===== src/rtl/clk_ratio_pkg.sv =====
// Shared types and helpers for the clock ratio controller.
// Assumes codes are unsigned and that a larger code means a slower clock.
package clk_ratio_pkg;
    localparam int SEL_W    = 3;
    localparam int MAX_CODE = 5;

    typedef logic [SEL_W-1:0] sel_t;

    // Packed so that per occupies the upper field bits and sys the lower ones.
    typedef struct packed {
        sel_t per;
        sel_t sys;
    } ratio_t;

    // True when the code is within the supported range.
    function automatic logic code_ok(sel_t c);
        return (int'(c) <= MAX_CODE);
    endfunction

    // Picks the slower (numerically larger) of two codes.
    function automatic sel_t slower(sel_t a, sel_t b);
        return (a > b) ? a : b;
    endfunction
endpackage


===== src/rtl/clk_sel_reg.sv =====
// Control register with deferred apply.
// It accepts valid writes into a readback copy and raises pending.
// It copies the value into the applied codes once the bus is idle.
// Assumes bus_busy is synchronous to clk.
// A valid write in the same cycle as an apply defers that apply by one cycle.
module clk_sel_reg
    import clk_ratio_pkg::*;
(
    input  logic   clk,
    input  logic   rst_n,
    input  logic   wr_en,
    input  ratio_t wr_val,
    input  logic   bus_busy,
    output ratio_t shadow,
    output logic   pend,
    output sel_t   eff_sys,
    output sel_t   eff_per,
    output logic   apply
);
    logic wr_ok;

    // Decode write acceptance and the apply condition.
    always_comb begin
        wr_ok = wr_en && code_ok(wr_val.sys) && code_ok(wr_val.per);
        apply = pend && !bus_busy && !wr_ok;
    end

    // Readback copy: it holds the last accepted write.
    always_ff @(posedge clk) begin
        if (!rst_n)     shadow <= '0;
        else if (wr_ok) shadow <= wr_val;
    end

    // Pending flag: it is set by a write and cleared when the value is applied.
    always_ff @(posedge clk) begin
        if (!rst_n)     pend <= 1'b0;
        else if (wr_ok) pend <= 1'b1;
        else if (apply) pend <= 1'b0;
    end

    // Applied codes. The peripheral code is clamped so it is never faster than sys.
    always_ff @(posedge clk) begin
        if (!rst_n) begin
            eff_sys <= '0;
            eff_per <= '0;
        end else if (apply) begin
            eff_sys <= shadow.sys;
            eff_per <= slower(shadow.per, shadow.sys);
        end
    end
endmodule


===== src/rtl/clk_div_ce.sv =====
// Power-of-two clock enable divider.
// The output is high in the last cycle of each 2^code period.
// restart clears the count, so the first period after a change is a full one.
// Assumes code never exceeds MAX_CODE.
module clk_div_ce #(
    parameter int SEL_W    = 3,
    parameter int MAX_CODE = 5
) (
    input  logic             clk,
    input  logic             rst_n,
    input  logic             restart,
    input  logic [SEL_W-1:0] code,
    output logic             ce
);
    localparam int CNT_W = (MAX_CODE > 0) ? MAX_CODE : 1;

    logic [CNT_W-1:0] cnt;
    logic [CNT_W:0]   lim_w;
    logic [CNT_W-1:0] lim;

    // Terminal count is 2^code - 1.
    always_comb begin
        lim_w = ((CNT_W+1)'(1) << code) - (CNT_W+1)'(1);
        lim   = lim_w[CNT_W-1:0];
        ce    = (cnt == lim);
    end

    // Period counter: it wraps at the terminal count and restarts on a ratio switch.
    always_ff @(posedge clk) begin
        if (!rst_n || restart) cnt <= '0;
        else if (ce)           cnt <= '0;
        else                   cnt <= cnt + CNT_W'(1);
    end
endmodule


===== src/rtl/clk_ratio_ctrl.sv =====
// Top level: the control register plus one divider per clock domain.
// Assumes one reference clock and a synchronous active-low reset.
// The two enables share a restart point, which keeps per_ce aligned with sys_ce.
module clk_ratio_ctrl
    import clk_ratio_pkg::*;
(
    input  logic               clk,
    input  logic               rst_n,
    input  logic               wr_en,
    input  logic [2*SEL_W-1:0] wr_data,
    input  logic               bus_busy,
    output logic [2*SEL_W-1:0] rd_data,
    output logic               pending,
    output logic               sys_ce,
    output logic               per_ce
);
    localparam int N_DOM = 2;

    ratio_t shadow;
    sel_t   eff_sys, eff_per;
    logic   apply;
    sel_t   dom_code [N_DOM];
    logic   dom_ce   [N_DOM];

    clk_sel_reg u_reg (
        .clk      (clk),
        .rst_n    (rst_n),
        .wr_en    (wr_en),
        .wr_val   (ratio_t'(wr_data)),
        .bus_busy (bus_busy),
        .shadow   (shadow),
        .pend     (pending),
        .eff_sys  (eff_sys),
        .eff_per  (eff_per),
        .apply    (apply)
    );

    // Route the applied codes to the dividers: index 0 is sys, index 1 is per.
    always_comb begin
        dom_code[0] = eff_sys;
        dom_code[1] = eff_per;
    end

    for (genvar g = 0; g < N_DOM; g++) begin : g_div
        clk_div_ce #(.SEL_W(SEL_W), .MAX_CODE(MAX_CODE)) u_div (
            .clk     (clk),
            .rst_n   (rst_n),
            .restart (apply),
            .code    (dom_code[g]),
            .ce      (dom_ce[g])
        );
    end

    // Drive the outputs.
    always_comb begin
        rd_data = shadow;
        sys_ce  = dom_ce[0];
        per_ce  = dom_ce[1];
    end
endmodule


===== config.mk =====
export PLATFORM = sky130hd
export DESIGN_NAME = clk_ratio_ctrl
export DESIGN_NICKNAME = d
export VERILOG_FILES = /design/src/rtl/clk_ratio_pkg.sv /design/src/rtl/clk_sel_reg.sv /design/src/rtl/clk_div_ce.sv /design/src/rtl/clk_ratio_ctrl.sv
export SDC_FILE = /design/constraint.sdc
export NUM_CORES = 1
export LEC_CHECK = 0
export BUFFER_PORTS_ARGS = -buffer_cell sky130_fd_sc_hd__buf_2
export CORE_UTILIZATION = 52
export CTS_BUF_LIST = sky130_fd_sc_hd__clkbuf_8
export DETAILED_ROUTE_END_ITERATION = 7
export PLACE_DENSITY = 0.8
export SYNTH_ARGS = -nofsm -noshare
export SYNTH_HDL_FRONTEND = slang
export SYNTH_HIERARCHICAL = 1
export SYNTH_SLANG_ARGS = --single-unit

===== constraint.sdc =====
create_clock -name clk -period 1.45 [get_ports clk]
set_input_delay 0.0725 -clock clk [delete_from_list [all_inputs] [get_ports clk]]
set_output_delay 0.0725 -clock clk [all_outputs]
set_load 0.03 [all_outputs]

==> results.md <==
* Root Buffer: clkbuf_8
* Total global routing overflow at 0
* DRC violations left at 0
* Die ar. at 2469 µm²
* Setup TNS at -0.9176 ns
* Fin crit share at 110.8%
* Cells after synthesis at 138
* Crit path max fanout at 6
* Met2 Usage GRT at 41.22%
* TritonCTS clock tree: built
* Initial antenna violation count at 0
* Drt wl/cell at 15.00 µm
* Seq cells post-synth at 23
* Switching Fraction at 29.81%
* ANT cells at 0
* Largest net degree at the start of global routing at 16
* Yosys top cell area share at 38.94%
* Largest cells by area after synthesis: dfxtp_1 39%, nand2_1 5.7%, ha_1 5.3%
* Final worst slack at -0.1573 ns
* Failing checks: setup timing
* Psw at 436.9 µW
* Leakage at 0.0006598 µW
* First-pass DRT Iterations at 4
* Placed Instance Area at 1413 µm²
* Area Growth Syn to Fin at 40.00%
* Commonest non-fill, non-tap cell in the layout: nand2_1
* Synth cell types at 30
* IO Port Bufs at 18
* Initial Utilization at 57.90%
* GR peak layer: met2
* NumNets Final at 191
* Fin area at 1655 µm²
* Post-synth ARST share at 0%
* Synth Flop Type: dfxtp_1
* Actual slew at the worst max-slew pin at 0.3872 ns
* Tot GR Track Use at 24.42%
* R2r endpoint: g_div[0].u_div/cnt[0]$_SDFF_PP0_
* First-pass GRT wire length at 4623 µm
* Worst setup EP type: primary output
* Pwr Total at 1466 µW
* Hold WC Path Type: in2reg
* Setup violators final at 12
* R2R cell count at 7
* Core Util, Final at 81.07%
* Clock skew at 0.005889 ns
* Die Wd at 49.69 µm
* Dpl hpwl at 1959 µm
* M1 GR Usage at 28.63%
* Hold buffer count at CTS at 0
* CTS H-tree lvls at 1
* Crit Path Category: reg2out
* Clock transition at path regs at 0.08 ns
* Vias in the first global route at 1070
* RSZ-0062 raised after global routing: yes
* Number of flops mapped to enable cells by yosys at 0
* Synth area leader: dfxtp_1
* Comb power frac at 26.4%
* Slew Limit Headroom at 73.82%
* CTS Buf Count at 3
* CP Launch Type: flop
* Met3 usage at 4.630%
* Final hold viol count at 0
* Vias per std cell at 5.812
* F_max at 622.2 MHz
* Worst vdd ir at 0.7360 mV
* Pre-CTS setup slack at 0.01499 ns
* Max Slew Vio Count at 0
* Most frequent cells in the layout: 17 x nand2_1, 16 x buf_2, 12 x buf_4, 10 x nand3_1, 10 x dfxtp_1
* Arr. time, crit path at 1.53 ns
* Avg Cell Area, Syn at 8.568 µm²
* Syn_nets at 153
* Total core area at 2042 µm²
* Synth warnings at 6
* R2r startpoint: u_reg/eff_sys[0]$_SDFFE_PN0P_
* Share of cells above drive strength 1 at 43.43%
* Status: finished, violations left
* Post-layout min period at 1.607 ns
* Max cap viols at 0
* R2r setup slk at -0.10 ns
* Placer Congestion at 0.8508
* Flop pwr share at 46.7%
* Pint at 1029 µW
* Routed Antenna Nets at 0
* Clk pwr share at 26.9%
* Register area share after synthesis at 38.94%
* Worst skew pair latency at 0.26 ns
* Crit path from: u_reg/eff_per[0]$_SDFFE_PN0P_
* Power per cell area at 885.4 nW/µm²
* First DRT Iteration DRCs at 37
* Synthesized area at 1182 µm²
* Vias after detailed routing at 1174
* CTS max path bufs at 2
* # rows at 16
* WL final at 3030 µm
* Worst EP required at 1.38 ns
* CTS Sinks at 23
* Critical Path End: per_ce
* Die Y at 49.69 µm
* Hold path depth at 3
* IO Count at 19
registers in the layout, indices dropped and copies added (netlist names):
register,cells
u_reg/eff_per,3
u_reg/shadow,6
u_reg/eff_sys,3
g_div.u_div/cnt,10
u_reg/pend,1
synth_stat cells, drive strengths merged (3+ instances only):
cell type  number
o21ai           9
a21oi           5
mux2i           3
dfxtp          23
or3             3
nor2b           5
nand2          19
xor2            4
ha              5
xnor2           6
nand3          11
a21boi          6
nor2           14
inv             3
a31oi           3
layout make-up:
type,instances,area (µm²)
Fill cell,153,386.6
Inverter,3,11.26
Clock buffer,3,41.29
Sequential cell,23,489.2
Timing Repair Buffer,34,241.5
Tap cell,27,33.78
Clock inverter,1,5.005
Multi-Input combinational cell,111,833.3
metrics by stage:
| step | instances | hold slack, ns |
|---|---|---|
| 3_3_place_gp | 191 | 0.3304 |
| 3_5_place_dp | 191 | 0.3398 |
| 5_1_grt | 202 | 0.05598 |
| 6_report | 202 | 0.06362 |
| 2_1_floorplan | 138 | 0.2108 |
| 4_1_cts | 198 | 0.05808 |
power by group through the flow:
stage | sequential (µW) | clock [µW] | combinational [µW]
after global placement | 697 | 0 | 261
after CTS | 684 | 407 | 307
final | 685 | 394 | 387
after floorplan | 717 | 0 | 167
after detailed placement | 699 | 0 | 270
after global routing | 688 | 432 | 413
timing repair:
item / CTS / global route
endpoints found under the setup margin: 3 / 14
buffers inserted: 3 / 5
gates resized for setup: 9 / 31
pin swaps: 2 / 9
worst max-delay path, cell delays in order (launching register included):
cell and delay, ns:
dfxtp_4 0.37, or4_4 0.49, nor2_4 0.12, o32a_4 0.17, buf_6 0.12
kinds of logic (layout without fill, tap and decap cells):
| family | Yosys count | in the layout | share of synthesized area (%) |
|---|---|---|---|
| DFF | 23 | 23 | 38.94 |
| AOI/OAI and AO/OA | 30 | 30 | 18.31 |
| and+or+nand+nor | 63 | 63 | 26.24 |
| adders and majority gates | 5 | 5 | 5.291 |
| xor gates and xnor gates | 10 | 10 | 7.407 |
| muxes | 3 | 3 | 2.540 |
| buffers and inverters | 4 | 41 | 1.269 |
how the worst min path moves through the flow:
stage / slack, ns / from / endpoint
2_1_floorplan: 0.21 / rst_n / u_reg/eff_per[0]$_SDFFE_PN0P_
6_report: 0.06 / wr_data[3] / u_reg/shadow[3]$_SDFFE_PN0P_
3_5_place_dp: 0.34 / wr_data[3] / u_reg/shadow[3]$_SDFFE_PN0P_
3_3_place_gp: 0.33 / wr_data[0] / u_reg/shadow[0]$_SDFFE_PN0P_
5_1_grt: 0.06 / wr_data[3] / u_reg/shadow[3]$_SDFFE_PN0P_
4_1_cts: 0.06 / wr_data[3] / u_reg/shadow[3]$_SDFFE_PN0P_
routing by layer:
metal	up-vias	part of all wire, %
li1	571	-
met1	539	44
met2	50	49
met3	14	3.8
met4	0	2.7
met5	-	0
No activity file was read; power rests on OpenSTA's default activity.
